$ cat src/rtl/pcie_err_pkg.sv
package pcie_err_pkg;

    // Which register a bus address selects
    typedef enum logic [2:0] {
        SEL_NONE,
        SEL_RAW,
        SEL_ENA,
        SEL_SET,
        SEL_CLR
    } reg_sel_e;

endpackage

$ cat src/rtl/err_addr_decode.sv
module err_addr_decode #(
    parameter int ADDR_W  = 12,
    parameter int OFS_RAW = 'h1C0,
    parameter int OFS_ENA = 'h1C4,
    parameter int OFS_SET = 'h1C8,
    parameter int OFS_CLR = 'h1CC
) (
    input  logic [ADDR_W-1:0]      addr,
    output pcie_err_pkg::reg_sel_e sel
);
    import pcie_err_pkg::*;

    always_comb begin
        if (addr == ADDR_W'(OFS_RAW))      sel = SEL_RAW;
        else if (addr == ADDR_W'(OFS_ENA)) sel = SEL_ENA;
        else if (addr == ADDR_W'(OFS_SET)) sel = SEL_SET;
        else if (addr == ADDR_W'(OFS_CLR)) sel = SEL_CLR;
        else                               sel = SEL_NONE;
    end

endmodule

$ cat src/rtl/err_raw_status.sv
module err_raw_status #(
    parameter int N = 6
) (
    input  logic         clk,
    input  logic         rst_n,
    input  logic [N-1:0] evt,
    input  logic         clr_en,
    input  logic [N-1:0] clr_bits,
    output logic [N-1:0] raw
);
    typedef struct packed {
        logic [N-1:0] bits;
    } raw_state_t;

    raw_state_t state_d, state_q;

    always_comb begin
        state_d = state_q;
        if (clr_en) begin
            state_d.bits = state_d.bits & ~clr_bits;
        end
        // A new event is applied after the clear, so it wins a collision
        state_d.bits = state_d.bits | evt;
    end

    always_ff @(posedge clk or negedge rst_n) begin
        if (!rst_n) state_q <= '0;
        else        state_q <= state_d;
    end

    assign raw = state_q.bits;

endmodule

$ cat src/rtl/err_enable_mask.sv
module err_enable_mask #(
    parameter int N = 6
) (
    input  logic         clk,
    input  logic         rst_n,
    input  logic         set_en,
    input  logic         clr_en,
    input  logic [N-1:0] bits,
    output logic [N-1:0] mask
);
    typedef struct packed {
        logic [N-1:0] mask;
    } mask_state_t;

    mask_state_t state_d, state_q;

    always_comb begin
        state_d = state_q;
        if (set_en)      state_d.mask = state_q.mask | bits;
        else if (clr_en) state_d.mask = state_q.mask & ~bits;
    end

    always_ff @(posedge clk or negedge rst_n) begin
        if (!rst_n) state_q <= '0;
        else        state_q <= state_d;
    end

    assign mask = state_q.mask;

endmodule

$ cat src/rtl/err_readback.sv
module err_readback #(
    parameter int N      = 6,
    parameter int DATA_W = 32
) (
    input  logic                   clk,
    input  logic                   rst_n,
    input  logic                   rd,
    input  pcie_err_pkg::reg_sel_e sel,
    input  logic [N-1:0]           raw,
    input  logic [N-1:0]           mask,
    output logic [DATA_W-1:0]      rdata
);
    import pcie_err_pkg::*;

    typedef struct packed {
        logic [DATA_W-1:0] data;
    } rd_state_t;

    rd_state_t    state_d, state_q;
    logic [N-1:0] word;

    always_comb begin
        case (sel)
            SEL_RAW:          word = raw;
            SEL_ENA:          word = raw & mask;
            SEL_SET, SEL_CLR: word = mask;
            default:          word = '0;
        endcase
        state_d = state_q;
        if (rd) state_d.data = DATA_W'(word);
    end

    always_ff @(posedge clk or negedge rst_n) begin
        if (!rst_n) state_q <= '0;
        else        state_q <= state_d;
    end

    assign rdata = state_q.data;

endmodule

$ cat src/rtl/pcie_err_status.sv
module pcie_err_status #(
    parameter int             N          = 6,
    parameter int             ADDR_W     = 12,
    parameter int             DATA_W     = 32,
    parameter int             OFS_RAW    = 'h1C0,
    parameter int             OFS_ENA    = 'h1C4,
    parameter int             OFS_SET    = 'h1C8,
    parameter int             OFS_CLR    = 'h1CC,
    parameter logic [N-1:0]   FATAL_MASK = 6'b01_0010
) (
    input  logic              clk,
    input  logic              rst_n,
    input  logic [N-1:0]      evt_pulse,
    input  logic              reg_wr,
    input  logic              reg_rd,
    input  logic [ADDR_W-1:0] reg_addr,
    input  logic [DATA_W-1:0] reg_wdata,
    output logic [DATA_W-1:0] reg_rdata,
    output logic              irq_out,
    output logic              fatal_out
);
    import pcie_err_pkg::*;

    reg_sel_e     sel;
    logic [N-1:0] raw_status;
    logic [N-1:0] enable_mask;
    logic [N-1:0] wbits;
    logic         wdata_unused;

    assign wbits        = reg_wdata[N-1:0];
    assign wdata_unused = ^reg_wdata[DATA_W-1:N];

    err_addr_decode #(
        .ADDR_W (ADDR_W),
        .OFS_RAW(OFS_RAW),
        .OFS_ENA(OFS_ENA),
        .OFS_SET(OFS_SET),
        .OFS_CLR(OFS_CLR)
    ) u_dec (
        .addr(reg_addr),
        .sel (sel)
    );

    err_raw_status #(.N(N)) u_raw (
        .clk     (clk),
        .rst_n   (rst_n),
        .evt     (evt_pulse),
        .clr_en  (reg_wr && (sel == SEL_RAW || sel == SEL_ENA)),
        .clr_bits(wbits),
        .raw     (raw_status)
    );

    err_enable_mask #(.N(N)) u_mask (
        .clk   (clk),
        .rst_n (rst_n),
        .set_en(reg_wr && sel == SEL_SET),
        .clr_en(reg_wr && sel == SEL_CLR),
        .bits  (wbits),
        .mask  (enable_mask)
    );

    err_readback #(.N(N), .DATA_W(DATA_W)) u_rd (
        .clk  (clk),
        .rst_n(rst_n),
        .rd   (reg_rd),
        .sel  (sel),
        .raw  (raw_status),
        .mask (enable_mask),
        .rdata(reg_rdata)
    );

    assign irq_out   = |(raw_status & enable_mask);
    assign fatal_out = |(raw_status & FATAL_MASK);

endmodule

$ cat config.mk
export PLATFORM = sky130hd
export DESIGN_NAME = pcie_err_status
export DESIGN_NICKNAME = d
export VERILOG_FILES = /design/src/rtl/pcie_err_pkg.sv /design/src/rtl/err_addr_decode.sv /design/src/rtl/err_raw_status.sv /design/src/rtl/err_enable_mask.sv /design/src/rtl/err_readback.sv /design/src/rtl/pcie_err_status.sv
export SDC_FILE = /design/constraint.sdc
export NUM_CORES = 1
export LEC_CHECK = 0
export ABC_AREA = 1
export BUFFER_PORTS_ARGS = -buffer_cell sky130_fd_sc_hd__buf_4
export CAP_MARGIN = 30
export CORE_MARGIN = 4
export CORE_UTILIZATION = 41
export DETAILED_ROUTE_END_ITERATION = 8
export GPL_ROUTABILITY_DRIVEN = 0
export MAX_ROUTING_LAYER = met4
export PLACE_DENSITY_LB_ADDON = 0.08
export SYNTH_ARGS = -nofsm -noshare
export SYNTH_HDL_FRONTEND = slang
export SYNTH_SLANG_ARGS = --single-unit
$ cat constraint.sdc
create_clock -name clk -period 1.25 [get_ports clk]
set_clock_uncertainty 0.2 [all_clocks]
set_input_delay 0.0625 -clock clk [delete_from_list [all_inputs] [get_ports clk]]
set_output_delay 0.0625 -clock clk [all_outputs]
set_load 0.02 [all_outputs]
After elaboration in Yosys (flattened, before gate mapping)
Cells that the tools add are included.
{ "totals": {"elab_cells": 33, "input_bits": 54, "register_bits": 18} }
{ "classes": {"reduce_logical": 8, "n_bitwise": 6, "mux": 8, "n_eq_ne": 8} }
{ "ops": {"columns": ["cell", "n"], "rows": [
  ["12-bit by 9-bit equality test with 1-bit output (second input constant)", 4],
  ["6-bit bitwise AND", 3],
  ["6-bit two-way mux", 3],
  ["6-bit one-hot mux with 3 select lines", 1],
  ["3-bit two-way mux", 4],
  ["6-bit bitwise OR", 2],
  ["3-bit by 2-bit equality test with 1-bit output (second input constant)", 2],
  ["6-bit inverter", 1],
  ["6-bit OR reduction", 1],
  ["2-bit OR reduction", 2],
  ["3-bit by 1-bit equality test with 1-bit output (second input constant)", 1],
  ["3-bit equality test (second input constant)", 1],
  ["1-bit logical AND", 3],
  ["2-bit nonzero test", 1],
  ["1-bit logical OR", 1]
]} }

Longest topological paths before layout
Gate-level depths: netlist (run 1).
{ "logic_depth": {"word_depth": 10, "depth_mapped": 9, "depth_no_buf": 8} }

By module
A second synthesis (run 1) with hierarchy kept.
{ "unflattened": {"cells_unflattened": 205, "area_unflattened_um2": 1353.8} }
{ "modules_own_cells": {"columns": ["mod", "seq_area_each_um2", "area_each_um2", "n_inst", "cells_per_inst"], "rows": [
  ["err_readback", 150.1, 643.1, 1, 90],
  ["err_enable_mask", 150.1, 240.2, 1, 30],
  ["err_raw_status", 150.1, 240.2, 1, 30],
  ["err_addr_decode", 0.0, 141.4, 1, 34],
  ["pcie_err_status", 0.0, 88.8, 1, 21]
]} }

Worst setup path after synthesis (run 1)
No wires, ideal clock.
{ "synth_path": {"path_type": "input to register", "from": "in reg_addr[8]", "to": "reg (tool-made name)", "cell_stages": 8, "t_required_ns": 0.933, "setup_time_ns": 0.117, "t_arrival_ns": 0.787, "path_buffers": 1, "setup_slack_ns": 0.146, "cell_sequence": "inv_1 nor2_1 nand2_2 nor2_4 buf_6 nand4_1 o21ai_1 inv_1"} }
{ "synth_rtl": {"columns": ["element", "line", "text"], "rows": [
  ["start, declared", "pcie_err_status.sv:16", "input logic [ADDR_W-1:0] reg_addr,"]
]} }

Final worst setup path (run 1)
{ "layout_path": {"from": "reg u_raw.state_q, in the netlist u_raw.raw[1]", "to": "out irq_out"} }
{ "layout_via": {"elab_chain_len": 2} }
{ "layout_rtl": {"columns": ["element", "line", "text"], "rows": [
  ["start, declared", "err_raw_status.sv:15", "raw_state_t state_d, state_q;"],
  ["start signal, assigned", "err_raw_status.sv:28", "else state_q <= state_d;"],
  ["6-bit bitwise AND", "pcie_err_status.sv:72", "assign irq_out = |(raw_status & enable_mask);"],
  ["6-bit OR reduction", "pcie_err_status.sv:72", null],
  ["end, declared", "pcie_err_status.sv:19", "output logic irq_out,"]
]} }
No other way between the ends.

==> impl_metrics.csv, run 1 <==
group,metric,value,unit
power_and_ir_drop,p_leak,0.948,nW
timing,final_max_slew_viol_count,0,
timing,hold_ws,0.0418,ns
floorplan,fp-row-count,20,
detailed_routing,ant_nets,0,
detailed_routing,drt_iter0_drc,19,
timing,layout_setup_ws,-0.295,ns
global_route,grt_pass1_wl,5740,um
placement,dp_cells,260,
clocking,cts_buffers,3,
timing,rsz0062_at_grt,"yes",
timing,fin_crit,1.55,ns
critical_path,reg2reg_depth,6,
finish,utilization,61.4,%
min_path,hold-path-cell-count,6,
placement,portBuffers,35,
synth,synth_top_family_by_area,"simple AND/OR/NAND/NOR gates",
timing,max_freq,647,MHz
detailed_routing,first_pass_iters,4,
critical_path,endpoint_kind,"primary output",
synth,synth_edf_count,0,
critical_path,regToRegEndpoint,"u_rd.rdata[3]$_DFFE_PN0P_",
global_route,grt_overflow,0,
clocking,clk_pin_slew_worst_paths,0.11,ns
synth,synth_xor_area_share,0,%
synth,synth-compound-area-share,5.84,%
synth,yosys.area_share.adder,0,%
floorplan,die_y,64.0,um
power_and_ir_drop,powerDensity,659,mW/mm^2
critical_path,crit_family,"flip-flops",
critical_path,cp.required,0.99,ns
detailed_routing,wl_per_cell,11.7,um
power_and_ir_drop,ir_drop,0.000378,V
clocking,clock_path_buffers,2,
synth,async_flop_share,100,%
clocking,cts.sink_count,18,
outcome,violations,"negative setup slack",
critical_path,crit_arrival,1.28,ns
synth,syn_area_per_cell,7.75,um^2
floorplan,start_util,42.5,%
power_and_ir_drop,p_total,1.23,mW
global_route,antenna_found_initial,0,
critical_path,rrSetupSlack,0.04,ns
global_route,first_global_vias,1346,
outcome,status,"finished with violations",
global_route,grtUsageTotal,18.5,%
flow_run,cap_violations,0,
critical_path,start_kind,"flop",
finish,fin_nets,293,
synth,yosys_warnings,0,
synth,syn-instance-count,166,
clocking,clkLatencyLatePin,0.30,ns
critical_path,crit_type,"reg -> out",
clocking,htree_levels,1,
critical_path,critPathBufInv,2,
critical_path,worstPathMaxFanout,3,
detailed_routing,wl,3310,um
synth,yosys.area_share.simple,34.2,%
finish,diodes,0,
critical_path,cp_cell_sequence,"nand2_1 > inv_1 > nor3_2 > nand3_1 > buf_6",
detailed_routing,vias_per_cell,4.57,
finish,drive_above_1_share,31.5,%
finish,final_cells,282,
timing,setup_viol,2,
clocking,cts_tree,"yes",
timing,fin_crit_sh,124,%
min_path,min_to,"u_rd.rdata[0]$_DFFE_PN0P_",
floorplan,core,0.00303,mm^2
placement,post-dp-hpwl,2440,um
finish,syn_to_final_growth,44.6,%
global_route,grt_max_degree,31,
synth,ys_types,21,
synth,ys.flop_type,"dfrtp_1",
detailed_routing,route.detailed.drc,0,
min_path,hold_class,"in -> reg",
synth,synthMuxAreaShare,0,%
clocking,cts_root_buf,"clkbuf_4",
floorplan,die_w,64.0,um
min_path,worstHoldStart,"reg_addr[1]",
floorplan,dieArea,0.00410,mm^2
timing,hold_violations,0,
synth,synth-seq-cells,18,
floorplan,io_pins,88,
placement,place_ws,-0.0553,ns
synth,synthesis.area,0.00129,mm^2
critical_path,cp_slowest_cell,"dfrtp_1",
critical_path,crit_path_max_incr_delay,0.42,ns
synth,synth_seq_area_share,35.0,%
detailed_routing,vias,1288,
metrics by stage:
step | TNS [ns] | area [um^2]
after floorplan | 0 | 1380
after global placement | -0.312 | 1630
after detailed placement | -0.510 | 1630
after CTS | -0.858 | 1850
after global routing | -0.693 | 1860
final | -0.512 | 1860
cell usage after synthesis, types with 3 or more instances:
master	instances	area share, %
dfrtp_1	18	35
nand3_1	21	8.2
nand3b_1	4	2.3
buf_4	26	15
nand2_1	32	9.3
nand4_1	12	5.8
o21ai_1	6	2.3
buf_6	3	2.6
nor2_1	3	0.88
inv_2	3	0.88
inv_1	19	5.5
a21o_1	6	3.5
nand2_2	3	1.5
nor3_2	3	2.3
metal layers:
metal	GRT usage (%)	wire length, um	up-vias
met3	4.57	275	9
met2	34.3	1740	60
met5	-	0	-
met4	7.82	55	0
li1	-	-	635
met1	18.1	1240	584
report_power, final:
part	total, mW	internal (mW)	leakage, nW	switching, mW
Clock	0.377	0.178	0.0210	0.199
Combinational	0.265	0.114	0.738	0.151
Sequential	0.583	0.583	0.189	0.000545
cell families after synthesis:
family                 Yosys count
AO/OA/AOI/OAI                   12
flip-flops                      18
buffers and inverters           52
other                            1
AND/OR/NAND/NOR                 83
how the worst max path moves through the flow:
stage          cells past startpoint                   endpoint  slack [ns]                   start
5_1_grt                            5                    irq_out       -0.39  u_raw.raw[3]$_DFF_PN0_
3_5_place_dp                       7  u_rd.rdata[4]$_DFFE_PN0P_       -0.06             reg_addr[5]
6_report                           5                    irq_out       -0.30  u_raw.raw[1]$_DFF_PN0_
4_1_cts                            5                    irq_out       -0.30  u_raw.raw[3]$_DFF_PN0_
2_1_floorplan                      8                       flop        0.15             reg_addr[8]
3_3_place_gp                       8                       flop       -0.05             reg_addr[0]
what timing repair did:
action | in CTS | in global routing
setup buffers | 0 | 1
hold buffers | 17 | 0
gates resized for setup | 6 | 0
pin swaps | 0 | 1
endpoints found under the hold margin | 35 | 0
setup endpoints to repair | 2 | 8
layout make-up:
| class | count | area, um^2 |
|---|---|---|
| Clock buffer | 4 | 36.3 |
| Fill cell | 274 | 1170 |
| Tap cell | 44 | 55.1 |
| Sequential cell | 18 | 450 |
| Timing Repair Buffer | 73 | 614 |
| Inverter | 22 | 82.6 |
| Multi-Input combinational cell | 121 | 621 |
worst reg2reg max path, stage by stage, from the launching register on:
cell	delay, ns
dfrtp_1	0.39
buf_4	0.13
buf_4	0.12
nand4_1	0.08
nand3_1	0.08
nand2_1	0.07
nand2_1	0.05
placed cells by master, fill, tap and decap left out, drive strengths merged:
master,n
nor3,4
or2,1
nand3b,4
nor4,1
dfrtp,18
inv,22
nor2,5
conb,26
buf,56
nand4,12
nand3,21
o21ai,6
clkbuf,4
dlygate4sd3,17
a21o,6
nand2,35
(Power assumes the default switching activity.)
==> run 2: changes to the inputs <==
--- a/config.mk
+++ b/config.mk
@@ -5,7 +5,7 @@
 export SDC_FILE = /design/constraint.sdc
 export NUM_CORES = 1
 export LEC_CHECK = 0
-export ABC_AREA = 1
+export ABC_AREA = 0
 export BUFFER_PORTS_ARGS = -buffer_cell sky130_fd_sc_hd__buf_4
 export CAP_MARGIN = 30
 export CORE_MARGIN = 4
@@ -17,3 +17,4 @@
 export SYNTH_ARGS = -nofsm -noshare
 export SYNTH_HDL_FRONTEND = slang
 export SYNTH_SLANG_ARGS = --single-unit
+export TNS_END_PERCENT = 1
==> run 2 against run 1 <==
The run still ends with negative setup slack left. Count of clock-buffer cells in the layout did not move. Global-route usage fell by 2.6 points. Hold slack got worse by 0.026 ns. Routed wire length fell by 1.6%.
==> impl_metrics.csv, run 2 <==
group,metric,value,unit
clocking,clk_pin_slew_worst_paths,0.11,ns
floorplan,core,0.00313,mm^2
power_and_ir_drop,powerDensity,665,mW/mm^2
power_and_ir_drop,sw_frac_of_total,29.3,%
synth,ys_types,25,
synth,synth_most_common_cell,"buf_4",
synth,yosys_warnings,0,
finish,drive_above_1_share,33.8,%
global_route,grt_max_degree,31,
timing,setup_viol,3,
critical_path,cp.required,0.99,ns
synth,synthesis.area,0.00137,mm^2
timing,final_max_slew_viol_count,0,
outcome,violations,"negative setup slack",
detailed_routing,routed-wl-met2,1490,um
placement,place_ws,-0.445,ns
synth,async_flop_share,100,%
power_and_ir_drop,p_leak,0.904,nW
timing,hold_ws,0.0153,ns
timing,rsz0062_at_grt,"yes",
detailed_routing,wl_per_cell,13.3,um
outcome,status,"finished with violations",
synth,syn-instance-count,149,
placement,portBuffers,35,
critical_path,crit_type,"reg -> out",
detailed_routing,route.detailed.drc,0,
synth,yosys.area.top_type,"dfrtp_1",
clocking,cts_root_buf,"clkbuf_4",
power_and_ir_drop,p_int,883,uW
finish,syn_to_final_growth,37.6,%
finish,fin_nets,256,
synth,syn_area_per_cell,9.17,um^2
floorplan,start_util,43.7,%
floorplan,die_y,65.7,um
clocking,cts.sink_count,18,
critical_path,worstPathMaxFanout,2,
detailed_routing,drt_iter0_drc,35,
finish,final_common_cell,"buf_4",
global_route,grt_pass1_wl,5290,um
critical_path,crit_arrival,1.78,ns
clocking,cts_tree,"yes",
timing,fin_crit_sh,164,%
finish,design_area,0.00188,mm^2
detailed_routing,wl,3260,um
detailed_routing,ant_nets,0,
flow_run,cap_violations,0,
clocking,cts_buffers,3,
timing,layout_setup_ws,-0.797,ns
synth,synth-seq-cells,18,
floorplan,dieArea,0.00432,mm^2
critical_path,start_kind,"flop",
synth,ys_top_cells_by_area,"dfrtp_1 (33%), buf_4 (15%), nand4_1 (8.2%), mux2i_1 (4.4%), a221oi_1 (3.8%)",
timing,fin_crit,2.05,ns
power_and_ir_drop,p_total,1.25,mW
synth,ys.flop_type,"dfrtp_1",
placement,place_area,0.00168,mm^2
critical_path,rrSetupSlack,-0.03,ns
synth,synth_seq_area_share,33.0,%
power_and_ir_drop,power_frac_comb,23.3,%
floorplan,fp-row-count,20,
finish,diodes,0,
power_and_ir_drop,power.switching,367,uW
global_route,grt_overflow,0,
synth,netlist.area_leader.share,33.0,%
detailed_routing,m1WireLength,1410,um
finish,utilization,60.1,%
clocking,clock_path_buffers,2,
global_route,first_global_vias,1184,
power_and_ir_drop,pwr-share-seq,46.7,%
power_and_ir_drop,ir_drop,0.000241,V
power_and_ir_drop,clockPowerShare,30.1,%
detailed_routing,first_pass_iters,4,
min_path,hold_class,"in -> reg",
clocking,clkLatencyLatePin,0.30,ns
timing,hold_violations,0,
critical_path,endpoint_kind,"primary output",
floorplan,die_w,65.7,um
global_route,grtUsageTotal,15.9,%
placement,post-dp-hpwl,2240,um
finish,final_cell_mix,"buf_4 (45), conb_1 (26), nand4_1 (18), dfrtp_1 (18), dlygate4sd3_1 (10)",
detailed_routing,wl_met3,340,um
timing,max_freq,489,MHz
floorplan,io_pins,88,
synth,synthTopCellsByCount,"buf_4 (28), dfrtp_1 (18), nand4_1 (18)",
detailed_routing,vias_per_cell,5.08,
detailed_routing,top_layer_used,"met4",
global_route,antenna_found_initial,0,
synth,synth_edf_count,0,
clocking,htree_levels,1,
detailed_routing,vias,1245,
## run 2: path summary, 6_finish.rpt
path | startpoint | endpoint | depth (start not counted)
max | flop | irq_out | 4
min | reg_addr[0] | u_rd.rdata[5]$_DFFE_PN0P_ | 5
max reg2reg | flop | u_rd.rdata[5]$_DFFE_PN0P_ | 4
min reg2reg | u_raw.raw[0]$_DFF_PN0_ | u_raw.raw[0]$_DFF_PN0_ | 2
max in group asynchronous | rst_n | u_rd.rdata[1]$_DFFE_PN0P_ | 3
min in group asynchronous | rst_n | async pin | 3
## run 2: power groups by stage
stage	clock network, mW	logic [mW]	registers (mW)
after global placement	0	0.254	0.595
after detailed placement	0	0.255	0.595
after global routing	0.404	0.317	0.584
after floorplan	0	0.208	0.595
final	0.376	0.291	0.583
after CTS	0.383	0.280	0.583
## run 2: repair_timing
item / CTS / global route
resized for setup: 4 / 10
pin swaps: 0 / 5
hold buffers: 10 / 0
endpoints found under the setup margin: 2 / 8
setup buffers: 0 / 1
hold endpoints to repair: 36 / 0
## run 2: cells by family (layout without fill, tap and decap cells)
group,count (synthesis),in the layout,synth area share (%)
buffers and inverters,45,72,20.9
flip-flops,18,18,33.0
AO/OA/AOI/OAI,24,24,13.2
other,1,26,0.274
multiplexers,6,6,4.40
AND/OR/NAND/NOR,55,55,28.3
## run 2: through the flow
step	setup TNS, ns	instances
4_1_cts	-0.983	244
2_1_floorplan	-0.309	174
3_5_place_dp	-1.23	230
6_report	-1.03	245
5_1_grt	-1.29	245
3_3_place_gp	-1.22	230
## run 2: final cells by class
type,count,area [um^2]
tap,44,55.1
clock buffer,4,36.3
sequential,18,450
multi-input combinational,111,782
fill,281,1250
timing repair buffer,62,534
inverter,6,22.5
## run 2: per-layer routing
metal / GRT usage [%] / up-vias
li1: - / 600
met1: 20.2 / 566
met2: 25.9 / 77
met3: 2.56 / 2
met4: 4.92 / 0
met5: - / -
## run 2: worst max-delay path: stages, from the launching register on
cell and delay [ns]:
dfrtp_1 0.40, and2_4 0.16, or2_4 0.24, or4_4 0.54
buf_6 0.15
